--- src/rtl/bss_pkg.sv ---
package bss_pkg;
   // Next value of a pointer that returns to zero after lim-1.
   function automatic logic [7:0] wrap_next(input logic [7:0] cur, input logic [7:0] lim);
      return (cur == lim - 8'd1) ? 8'd0 : cur + 8'd1;
   endfunction

   function automatic logic is_last(input logic [7:0] cur, input logic [7:0] lim);
      return cur == lim - 8'd1;
   endfunction
endpackage

--- src/rtl/bss_chan_lut.sv ---
module bss_chan_lut #(
   parameter int DEPTH = 128,
   parameter int CH_W  = 7,
   localparam int AW   = $clog2(DEPTH)
) (
   input  logic            clk,
   input  logic            wr_en,
   input  logic [AW-1:0]   wr_addr,
   input  logic [CH_W-1:0] wr_data,
   input  logic [AW-1:0]   rd_addr,
   output logic [CH_W-1:0] rd_data
);
   logic [CH_W-1:0] mem [DEPTH];

   always_ff @(posedge clk) begin
      if (wr_en) mem[wr_addr] <= wr_data;
   end

   assign rd_data = mem[rd_addr];
endmodule

--- src/rtl/bss_cadence.sv ---
module bss_cadence #(
   parameter int SAMPLE_BYTES = 1
) (
   input  logic clk,
   input  logic rst_n,
   input  logic clr,
   input  logic stb,
   output logic adv
);
   generate
      if (SAMPLE_BYTES == 1) begin : g_msg
         assign adv = stb;
      end else begin : g_pos
         localparam int CW = $clog2(SAMPLE_BYTES);
         localparam logic [CW-1:0] LAST = CW'(SAMPLE_BYTES - 1);
         logic [CW-1:0] cnt;
         always_ff @(posedge clk) begin
            if (!rst_n || clr) cnt <= '0;
            else if (stb)      cnt <= (cnt == LAST) ? '0 : cnt + CW'(1);
         end
         assign adv = stb && (cnt == LAST);
      end
   endgenerate
endmodule

--- src/rtl/bss_bitmap_seq.sv ---
module bss_bitmap_seq
   import bss_pkg::*;
#(
   parameter int BMP_W = 32,
   localparam int PTR_W = $clog2(BMP_W),
   localparam int LEN_W = $clog2(BMP_W + 1)
) (
   input  logic             clk,
   input  logic             rst_n,
   input  logic             clr,
   input  logic             step,
   input  logic [BMP_W-1:0] map_inner,
   input  logic [BMP_W-1:0] map_outer,
   input  logic [LEN_W-1:0] len_inner,
   input  logic [LEN_W-1:0] len_outer,
   output logic             bub_bit
);
   logic [PTR_W-1:0] p_in, p_out;
   logic             at_end;

   assign at_end  = is_last(8'(p_in), 8'(len_inner));
   assign bub_bit = at_end ? map_outer[p_out] : map_inner[p_in];

   always_ff @(posedge clk) begin
      if (!rst_n || clr) begin
         p_in  <= '0;
         p_out <= '0;
      end else if (step) begin
         p_in <= PTR_W'(wrap_next(8'(p_in), 8'(len_inner)));
         if (at_end) p_out <= PTR_W'(wrap_next(8'(p_out), 8'(len_outer)));
      end
   end
endmodule

--- src/rtl/bmap_slot_sched.sv ---
module bmap_slot_sched #(
   parameter int NUM_CH       = 128,
   parameter int CH_W         = 7,
   parameter int BMP_W        = 32,
   parameter int BUB_W        = 4,
   parameter int SAMPLE_BYTES = 1,
   localparam int POS_W = $clog2(NUM_CH),
   localparam int GRP_W = $clog2(NUM_CH + 1),
   localparam int LEN_W = $clog2(BMP_W + 1)
) (
   input  logic             clk,
   input  logic             rst_n,
   input  logic             slot_stb,
   input  logic             frame_stb,
   input  logic [GRP_W-1:0] grp_size,
   input  logic [BMP_W-1:0] map_inner,
   input  logic [BMP_W-1:0] map_outer,
   input  logic [LEN_W-1:0] len_inner,
   input  logic [LEN_W-1:0] len_outer,
   input  logic [BUB_W-1:0] bub_len,
   input  logic             tbl_we,
   input  logic [POS_W-1:0] tbl_addr,
   input  logic [CH_W-1:0]  tbl_data,
   output logic             slot_vld,
   output logic [CH_W-1:0]  slot_ch
);
   if (NUM_CH < 2 || NUM_CH > 128) begin : g_bad_ch
      $error("NUM_CH must be within 2..128");
   end
   if ((1 << CH_W) < NUM_CH) begin : g_bad_chw
      $error("CH_W too narrow for NUM_CH");
   end
   if (BMP_W < 2 || BMP_W > 128) begin : g_bad_bmp
      $error("BMP_W must be within 2..128");
   end
   if (SAMPLE_BYTES != 1 && SAMPLE_BYTES != 2 && SAMPLE_BYTES != 4) begin : g_bad_sb
      $error("SAMPLE_BYTES must be 1, 2 or 4");
   end

   logic             adv, adv_ok, in_bub, grp_end, step, bub_bit;
   logic [POS_W-1:0] pos;
   logic [BUB_W-1:0] bub_cnt;
   logic [CH_W-1:0]  lut_ch;

   bss_cadence #(.SAMPLE_BYTES(SAMPLE_BYTES)) u_cad (
      .clk(clk), .rst_n(rst_n), .clr(frame_stb), .stb(slot_stb), .adv(adv)
   );

   assign adv_ok  = adv && !frame_stb;
   assign in_bub  = (bub_cnt != '0);
   assign grp_end = (GRP_W'(pos) == grp_size - GRP_W'(1));
   assign step    = adv_ok && !in_bub && grp_end;

   bss_bitmap_seq #(.BMP_W(BMP_W)) u_bmp (
      .clk(clk), .rst_n(rst_n), .clr(frame_stb), .step(step),
      .map_inner(map_inner), .map_outer(map_outer),
      .len_inner(len_inner), .len_outer(len_outer), .bub_bit(bub_bit)
   );

   bss_chan_lut #(.DEPTH(NUM_CH), .CH_W(CH_W)) u_lut (
      .clk(clk), .wr_en(tbl_we), .wr_addr(tbl_addr), .wr_data(tbl_data),
      .rd_addr(pos), .rd_data(lut_ch)
   );

   always_ff @(posedge clk) begin
      if (!rst_n) begin
         pos      <= '0;
         bub_cnt  <= '0;
         slot_vld <= 1'b0;
         slot_ch  <= '0;
      end else if (frame_stb) begin
         pos     <= '0;
         bub_cnt <= '0;
      end else if (adv_ok) begin
         if (in_bub) begin
            slot_vld <= 1'b0;
            bub_cnt  <= bub_cnt - BUB_W'(1);
         end else begin
            slot_vld <= 1'b1;
            slot_ch  <= lut_ch;
            if (grp_end) begin
               pos <= '0;
               if (bub_bit) bub_cnt <= bub_len;
            end else begin
               pos <= pos + POS_W'(1);
            end
         end
      end
   end
endmodule

--- config.mk ---
export PLATFORM = sky130hd
export DESIGN_NAME = bmap_slot_sched
export DESIGN_NICKNAME = d
export VERILOG_FILES = /design/src/rtl/bss_pkg.sv /design/src/rtl/bss_chan_lut.sv /design/src/rtl/bss_cadence.sv /design/src/rtl/bss_bitmap_seq.sv /design/src/rtl/bmap_slot_sched.sv
export SDC_FILE = /design/constraint.sdc
export NUM_CORES = 1
export LEC_CHECK = 0
export ABC_CLOCK_PERIOD_IN_PS = 2750
export BUFFER_PORTS_ARGS = -buffer_cell sky130_fd_sc_hd__buf_2
export CAP_MARGIN = 20
export CORE_ASPECT_RATIO = 1.75
export CORE_MARGIN = 5
export CORE_UTILIZATION = 45
export CTS_BUF_LIST = sky130_fd_sc_hd__clkbuf_8 sky130_fd_sc_hd__clkbuf_16
export CTS_CLUSTER_SIZE = 8
export DETAILED_ROUTE_END_ITERATION = 6
export MAX_ROUTING_LAYER = met4
export PLACE_DENSITY = 0.72
export RECOVER_POWER = 100
export SYNTH_ARGS = -nofsm -noshare
export SYNTH_HDL_FRONTEND = slang
export SYNTH_SLANG_ARGS = --single-unit
--- constraint.sdc ---
create_clock -name clk -period 2.75 [get_ports clk]
set_input_delay 0 -clock clk [delete_from_list [all_inputs] [get_ports clk]]
set_output_delay 0 -clock clk [all_outputs]
set_load 0.01 [all_outputs]
[Word-level counts from Yosys, hierarchy flattened]
Memory sizes are Yosys's and may differ from the RTL's. A register that Yosys moved wholly into a read port is not among the register bits.
Index checks and enable logic that the tools add are counted.
Storage, ports and cells
  bits in registers: 22
  memory bits (writable): 896
  bits of input ports: 107
  output and inout bits: 8
  word-level logic and storage cells: 52
  memories: 1
Operators by class
  add/sub/neg operators: 7
  order comparisons: 2
  eq/ne operators: 3
  mux-type cells: 14
  bitwise gates (word level): 3
  reduce and logical (&&, ||, !) cells: 17
Memories
  u_lut.mem: depth 128, bits a word 7, rd ports 1, clocked after Yosys merged registers in 1, write ports 1, RTL line bss_chan_lut.sv:13  | logic [CH_W-1:0] mem [DEPTH];
Operator list (count)
  equality test 5 x 8 -> 1 bit: 2
  subtractor 6 x 1 -> 7 bit (second input constant): 2
  < comparator 5 x 6 -> 1 bit (second input constant): 2
  two-way mux 4 bit: 3
  adder 5 x 1 -> 5 bit (second input constant): 2
  binary-select mux 1 bit (select 5 bit): 2
  two-way mux 5 bit: 2
  equality test 7 x 8 -> 1 bit: 1
  subtractor 8 x 1 -> 8 bit (second input constant): 1
  adder 7 x 1 -> 7 bit (second input constant): 1
  two-way mux 7 bit: 1
  two-way mux 1 bit: 6
  AND reduction 2 bit: 3
  AND reduction 3 bit: 2
  logical NOT 1 bit: 4
  nonzero test 2 bit: 2
  nonzero test 4 bit: 1
  subtractor 4 x 1 -> 4 bit (second input constant): 1
  logical AND 1 bit: 3
  inverter 1 bit: 3
  OR reduction 2 bit: 1
  logical OR 1 bit: 1

[Longest topological paths before layout]
Gate-level depths: netlist of run 1.
  depth after elaboration: 6
  mapped depth: 10

[By module]
Synthesis of run 1 repeated with hierarchy kept, for this count alone.
Unflattened totals
  cell total of the unflattened synthesis: 1740
  area total of the unflattened synthesis: 37248.2 um^2
By module, submodules not included
  bss_chan_lut: instances 1, cells each 1446, area an instance 34667.0 um^2, sequential area each 26905.8 um^2
  bss_bitmap_seq: instances 1, cells each 155, area an instance 1448.9 um^2, sequential area each 200.2 um^2
  bmap_slot_sched: instances 1, cells each 138, area an instance 1124.8 um^2, sequential area each 380.4 um^2
  bss_cadence: instances 1, cells each 1, area an instance 7.5 um^2, sequential area each 0.0 um^2

[Least setup slack after synthesis of run 1]
OpenSTA, ideal clock, no wires.
  path type: register -> register
  start point: reg pos[1]
  end point: reg slot_ch[3] (read register of u_lut.mem)
  arrival: 2217 ps
  data required time: 2617 ps
  path slack: 399 ps
  stages on the path, launching flop included: 8
  path through: dfxtp_1 > buf_4 > clkbuf_1 > clkbuf_1 > mux4_2 > mux4_2 > a21oi_1 > o221ai_1
RTL lines
  from (decl): RTL line bmap_slot_sched.sv:41  | logic [POS_W-1:0] pos;
  from (signal assigned): RTL line bmap_slot_sched.sv:85  | pos <= pos + POS_W'(1);
  to (decl): RTL line bmap_slot_sched.sv:25  | output logic [CH_W-1:0] slot_ch

[Worst setup path in the final report of run 1]
  start point: in tbl_addr[0]
  end point: mem u_lut.mem[18][0], enable pin
RTL lines
  from (decl): RTL line bmap_slot_sched.sv:22  | input logic [POS_W-1:0] tbl_addr,
  to (decl): RTL line bss_chan_lut.sv:13
Straight into the memory's write port.

==> key figures, run 1 <==
Synth
  • Yosys warning total: 0
  • Most instantiated cells after synthesis: edfxtp_1 (896), mux4_2 (267), nor2_1 (152)
  • Post-synth ARST share: 0
  • Ranking of synthesized cells by area: edfxtp_1 (72%), mux4_2 (16%), dfxtp_1 (1.6%)
  • Largest area contributor in the netlist: edfxtp_1
  • Post-synthesis cell count: 1,841
  • Post-synth EDFFs: 896
  • Seq cells post-synth: 925
  • Post-Syn Nets: 1,955
  • Register area share after synthesis: 0.7388
  • Yosys top cell area share: 0.7232
  • Synthesized area: 37,210 um2
  • Synth Flop Type: edfxtp_1
  • Mapped Avg Cell Area: 20.21 um2
  • Top-count cell post-synth: edfxtp_1
  • Yosys cell types: 66

Clocking
  • # clock sinks: 925
  • Longest Clk Path Bufs: 3
  • Reg clk slew, reported paths: 0.05 ns
  • TritonCTS Buffers: 133
  • CTS H-tree depth: 4
  • Worst-Skew Late Latency: 0.72 ns
  • Root buf cell: clkbuf_16
  • CTS tree: built

Power
  • Peak supply drop: 0.4409 mV
  • Leakage Power: 13.70 nW
  • Power per Cell Area: 708.4 nW/um2

GRT
  • Antenna violations before repair: 6
  • Vias in the first global route: 21,130
  • Largest net degree at the start of global routing: 81
  • Total grt overflow: 0
  • Total GRT Usage: 0.2161
  • First-pass GRT wire length: 136,800 um

Critical path
  • WP data required: 3.19 ns
  • CP Class: in2reg
  • Critical R2R Capture: slot_ch[3]
  • Worst r2r src: pos[0]
  • Crit end category: flop
  • Setup crit start kind: primary input
  • R2R Setup Slk: 0.03 ns
  • WP data arrival: 3.20 ns
  • Largest fanout on the critical path: 19
  • R2r worst-path depth: 9

Timing
  • Final hold violations: 0
  • Worst slew pin tran: 2.697 ns
  • Fin crit share: 1.003
  • Achievable Freq: 0.3624 GHz
  • Fin worst setup slack: -0.009341 ns
  • Clk_skew: 0.02982 ns
  • Final Max Slew Viols: 363
  • Slew headroom: -0.7983
  • Minimum clock period: 2.759 ns
  • Final setup vio count: 5

Hold path
  • Hold_sp: tbl_addr[5]
  • Hold Crit Class: in2reg
  • Hold Crit Depth: 4
  • Worst Hold End: u_lut.mem[71][2]

Placement
  • Placed insts: 3,085
  • Routability cong.: 0.8800
  • Detailed-placement wirelength estimate: 60,570 um
  • I/O Buffers: 114

Routing
  • Initial DRC count: 2,418
  • Antenna Nets Post-Route: 0
  • DRT Pass-1 Iters: 6
  • Via count: 19,980
  • # DRC: 0
  • Final wirelength: 94,350 um
  • Routed length per placed instance: 28.56 um
  • Via/cell ratio: 6.048

Die
  • Row count: 139
  • # IOs: 115
  • Die height: 390.4 um
  • Core box area: 82,090 um2
  • Full die area: 88,760 um2
  • Die X-Extent: 227.4 um
  • Initial core utilization: 0.4532

Cells and area
  • Final std cells w/o fill: 3,304
  • Final net count: 2,316
  • Fillers: 6,235
  • Area of the multi-input gates: 9196 um2
  • Sequential cell area: 27,500 um2
  • Core Util, Final: 0.5349
  • Area grow syn2layout: 18.02%
  • Share of cells above drive strength 1: 0.2816

Flow run
  • MaxCap Viol Count: 9

Outcome
  • Violated checks: max-capacitance violations, max-slew violations, negative setup slack
  • Status: finished, violations left
-- layout by cell type, fill, tap and decap left out, types with 4 or more instances in the layout --
| master | synthesis | routed |
|---|---|---|
| edfxtp_1 | 896 | 896 |
| mux4_2 | 267 | 267 |
| nor2_1 | 152 | 152 |
| clkbuf_16 | 0 | 139 |
| clkbuf_1 | 48 | 102 |
| buf_2 | 29 | 97 |
| nand2_1 | 63 | 63 |
| buf_4 | 9 | 54 |
| a22oi_1 | 40 | 40 |
| inv_1 | 11 | 36 |
| nand3_1 | 32 | 32 |
| dlygate4sd3_1 | 0 | 32 |
| a21oi_1 | 26 | 26 |
| dfxtp_1 | 29 | 24 |
| xnor2_1 | 23 | 23 |
| clkbuf_2 | 0 | 21 |
| nor3_1 | 19 | 19 |
| mux2i_1 | 17 | 17 |
| nor2b_1 | 14 | 14 |
| o21ai_0 | 14 | 13 |
| nand4_1 | 11 | 11 |
| nand2b_1 | 10 | 10 |
| xor2_1 | 10 | 10 |
| buf_12 | 0 | 10 |
| and3_1 | 8 | 7 |
| a211oi_1 | 7 | 7 |
| ha_1 | 7 | 7 |
| diode_2 | 0 | 6 |
| mux2_2 | 6 | 6 |
| inv_16 | 0 | 6 |
| or3_1 | 5 | 5 |
| o211ai_1 | 5 | 5 |
| a32o_1 | 5 | 5 |
| o221ai_1 | 5 | 5 |
| nor3b_1 | 4 | 4 |
| and2_1 | 4 | 4 |
| clkinv_8 | 0 | 4 |
| buf_16 | 0 | 4 |
-- layer usage --
metal,part of all wire,vias up,track usage
met5,0,-,-
met3,0.066,263,0.03357
met1,0.33,10380,0.2357
li1,-,8326,-
met2,0.55,1016,0.3811
met4,0.061,0,0.1084
-- flip-flops by register name, indices dropped and copies added (netlist names) --
register	cells
u_lut.mem	896
pos	7
slot_ch	7
u_bmp.p_in	5
u_bmp.p_out	5
bub_cnt	4
slot_vld	1
-- through the flow --
stage	hold slack [ns]	setup slack (ns)	setup TNS (ns)	instance area (um2)	total power (W)
floorplan	0.09887	0.3992	0	37210	0.01625
global placement	0.3149	-0.2324	-0.2324	40160	0.01674
detailed placement	0.3330	-0.2552	-0.2552	40160	0.01679
CTS	0.0008052	0.007782	0	44170	0.03128
global route	0.05071	-0.07369	-0.08747	43910	0.03200
finish	0.04356	-0.009341	-0.03445	43910	0.03110
-- timing repair --
action	in CTS	in global routing
pin swaps	0	0
cloned	0	4
gates resized for setup	4	9
endpoints found under the setup margin	3	11
buffers inserted	0	4
hold endpoints to repair	520	0
hold buffers	32	0
-- power breakdown --
| group | switching, W | internal, W | total, W |
|---|---|---|---|
| clock | 0.00578 | 0.00875 | 0.0145 |
| sequential | 0.0000250 | 0.0156 | 0.0156 |
| combinational | 0.000611 | 0.000389 | 0.00100 |
| total | 0.00641 | 0.0247 | 0.0311 |
-- critical path: stages --
cell	delay [ns]
dlygate4sd3_1	0.53
clkbuf_1	0.56
nor2b_1	0.19
nand2_1	0.12
clkbuf_1	1.15
nor2_1	0.35
clkbuf_2	0.29
-- how the worst max path moves through the flow --
stage	startpoint	to	slack, ns	cells past startpoint
final	tbl_addr[0]	u_lut.mem[18][0]	-0.009	7
after global routing	pos[0]	slot_ch[4]	-0.07	10
after CTS	pos[0]	slot_ch[0]	0.008	8
after detailed placement	pos[0]	slot_ch[3]	-0.26	8
after global placement	pos[0]	slot_ch[3]	-0.23	8
after floorplan	pos[1]	slot_ch[3]	0.40	7
-- final cells by class --
type / count / share of cell area
Inverter: 12 / 0.001026
Clock buffer: 135 / 0.07694
Clock inverter: 39 / 0.007038
Sequential cell: 925 / 0.6262
Antenna cell: 6 / 0.0003419
Tap cell: 1057 / 0.03012
Timing Repair Buffer: 327 / 0.04884
Multi-Input combinational cell: 803 / 0.2094
-- cell families after synthesis --
kind of cell,after synthesis,synth area share
AO/OA/AOI/OAI,133,0.02590
flip-flops,925,0.7388
AND/OR/NAND/NOR,340,0.04251
adder cells (fa/ha/maj),7,0.002354
multiplexers,290,0.1680
buffers and inverters,113,0.01470
XOR/XNOR,33,0.007768
Power figures use the tool's default switching activity.
==> inputs of run 2 (changes only) <==
Settings changed: CORE_ASPECT_RATIO 1.75 to 0.9.
==> key figures, run 2 (synthesized netlist as in run 1, its figures left out) <==
Timing
  • Setup TNS: 0 ns (+0.03445 ns)
  • Final setup vio count: 0 (-5)
  • Achievable Freq: 0.3658 GHz (+0.93%)
  • Clk_skew: 0.02065 ns (-0.009163 ns)
  • Worst slew pin tran: 2.455 ns (-0.2422 ns)
  • Final Max Slew Viols: 182 (-50%)
  • Minimum clock period: 2.734 ns (-0.02531 ns)
  • Slew headroom: -0.6369 (+0.1614)
  • Fin crit share: 0.9942 (-0.009204)
  • Final hold violations: 0 (unchanged)
  • RSZ-0062 raised after global routing: no

Power
  • Leakage Power: 13.57 nW (-0.96%)
  • Peak supply drop: 0.5786 mV (+31%)
  • Power per Cell Area: 706.3 nW/um2 (-0.29%)

Routing
  • Final wirelength: 88,890 um (-5.8%)
  • Met1 wire length: 34,870 um (+13%)
  • Routed length per placed instance: 26.89 um (-5.8%)
  • Met3 wire length: 9828 um (+59%)
  • Via/cell ratio: 6.057 (+0.15%)
  • # DRC: 0 (unchanged)
  • Antenna Nets Post-Route: 0 (unchanged)
  • DRT Pass-1 Iters: 5 (-1)
  • Initial DRC count: 2,342 (-3.1%)
  • Met2 wire length: 42,040 um (-18%)
  • Highest Signal Layer: met4
  • Via count: 20,020 (+0.22%)

Cells and area
  • Reg with most FFs: u_lut.mem
  • Area of the multi-input gates: 9200 um2 (about the same)
  • Fillers: 6,270 (+0.56%)
  • Sequential cell area: 27,500 um2 (about the same)
  • Area grow syn2layout: 17.56%
  • Final net count: 2,309 (-0.30%)
  • Share of cells above drive strength 1: 0.2763 (-0.005261)
  • Most frequent cells in the layout: edfxtp_1 (896), mux4_2 (267), nor2_1 (152), clkbuf_16 (134), clkbuf_1 (111)
  • Commonest non-fill, non-tap cell in the layout: edfxtp_1
  • Leading registers by flop count: u_lut.mem x896, pos x7, slot_ch x7
  • Final std cells w/o fill: 3,306 (+0.061%)
  • Max reg flops: 896 (unchanged)

Clocking
  • CTS H-tree depth: 4 (unchanged)
  • Worst-Skew Late Latency: 0.71 ns (about the same)
  • # clock sinks: 925 (unchanged)
  • Longest Clk Path Bufs: 3 (unchanged)
  • TritonCTS Buffers: 133 (unchanged)
  • CTS tree: built
  • Reg clk slew, reported paths: 0.05 ns (about the same)
  • Root buf cell: clkbuf_16

Critical path
  • Setup crit start kind: primary input
  • WP data arrival: 3.03 ns (-0.17 ns)
  • CP Class: in2reg
  • Crit end category: flop
  • WP data required: 3.04 ns (-0.15 ns)
  • Largest fanout on the critical path: 13 (-6)

Placement
  • I/O Buffers: 114 (unchanged)
  • Routability cong.: 0.8677 (-1.4%)
  • Placed insts: 3,094 (+0.29%)
  • Detailed-placement wirelength estimate: 55,430 um (-8.5%)

Die
  • Full die area: 88,540 um2 (-0.25%)
  • Die height: 282.8 um (-28%)
  • Row count: 100 (-28%)
  • Initial core utilization: 0.4519 (-0.001323)
  • Core box area: 82,330 um2 (+0.29%)
  • Die X-Extent: 313.1 um (+38%)
  • # IOs: 115 (unchanged)

Outcome
  • Status: finished, violations left
  • Violated checks: max-capacitance violations, max-slew violations

GRT
  • First-pass GRT wire length: 132,400 um (-3.3%)
  • Total grt overflow: 0 (unchanged)
  • Largest net degree at the start of global routing: 75 (-7.4%)
  • Vias in the first global route: 20,610 (-2.5%)
  • Total GRT Usage: 0.2069 (-0.009123)
  • Antenna violations before repair: 2 (-4)

Hold path
  • Hold Crit Class: in2reg

Flow run
  • MaxCap Viol Count: 6 (-3)
[run 2: area by class of cell]
cell class / count / area share
Antenna cell: 2 / 0.0001144
Clock buffer: 133 / 0.07609
Clock inverter: 40 / 0.007351
Inverter: 12 / 0.001030
Multi-Input combinational cell: 803 / 0.2103
Sequential cell: 925 / 0.6286
Tap cell: 1071 / 0.03064
Timing Repair Buffer: 320 / 0.04583
[run 2: through the flow]
stage	hold slack, ns	utilization	setup slack (ns)	total power, W	cell area (um2)
2_1_floorplan	0.09887	-	0.3992	0.01625	37210
3_3_place_gp	0.3210	0.4880	0.02431	0.01674	40170
3_5_place_dp	0.3712	0.4880	0.04518	0.01679	40170
4_1_cts	0.01294	0.5362	0.04927	0.03113	44140
5_1_grt	0.09473	0.5313	0.02743	0.03187	43740
6_report	0.08423	0.5313	0.01597	0.03090	43740
[run 2: critical path, cell delays in order]
cell,delay [ns]
dlygate4sd3_1,0.53
clkbuf_1,0.39
nor2_1,0.15
nand3_1,0.13
clkbuf_1,1.25
nor2_1,0.57
[run 2: worst paths after layout]
check / start / end / slack [ns] / cells past startpoint
worst max-delay path: tbl_addr[1] / u_lut.mem[113][6] / 0.02 / 6
worst min-delay path: tbl_addr[4] / u_lut.mem[26][2] / 0.08 / 3
worst max register to register: pos[0] / slot_ch[5] / 0.13 / 9
worst min register to register: slot_vld / slot_vld / 0.49 / 2
[run 2: timing repair]
action | in CTS | in global routing
resized for setup | 0 | 7
setup endpoints to repair | 0 | 10
hold buffers | 32 | 0
setup buffers | 0 | 4
hold endpoints to repair | 520 | 0
[run 2: routing by layer]
| layer | up-vias | global-route usage |
|---|---|---|
| met5 | - | - |
| met4 | 0 | 0.06344 |
| met3 | 156 | 0.06221 |
| met2 | 1152 | 0.3148 |
| met1 | 10370 | 0.2740 |
| li1 | 8351 | - |
[run 2: where the power goes]
| group | total, W | internal [W] | switching, W |
|---|---|---|---|
| logic | 0.000976 | 0.000372 | 0.000604 |
| registers | 0.0156 | 0.0156 | 0.0000235 |
| clock network | 0.0143 | 0.00862 | 0.00572 |
| total | 0.0309 | 0.0246 | 0.00634 |
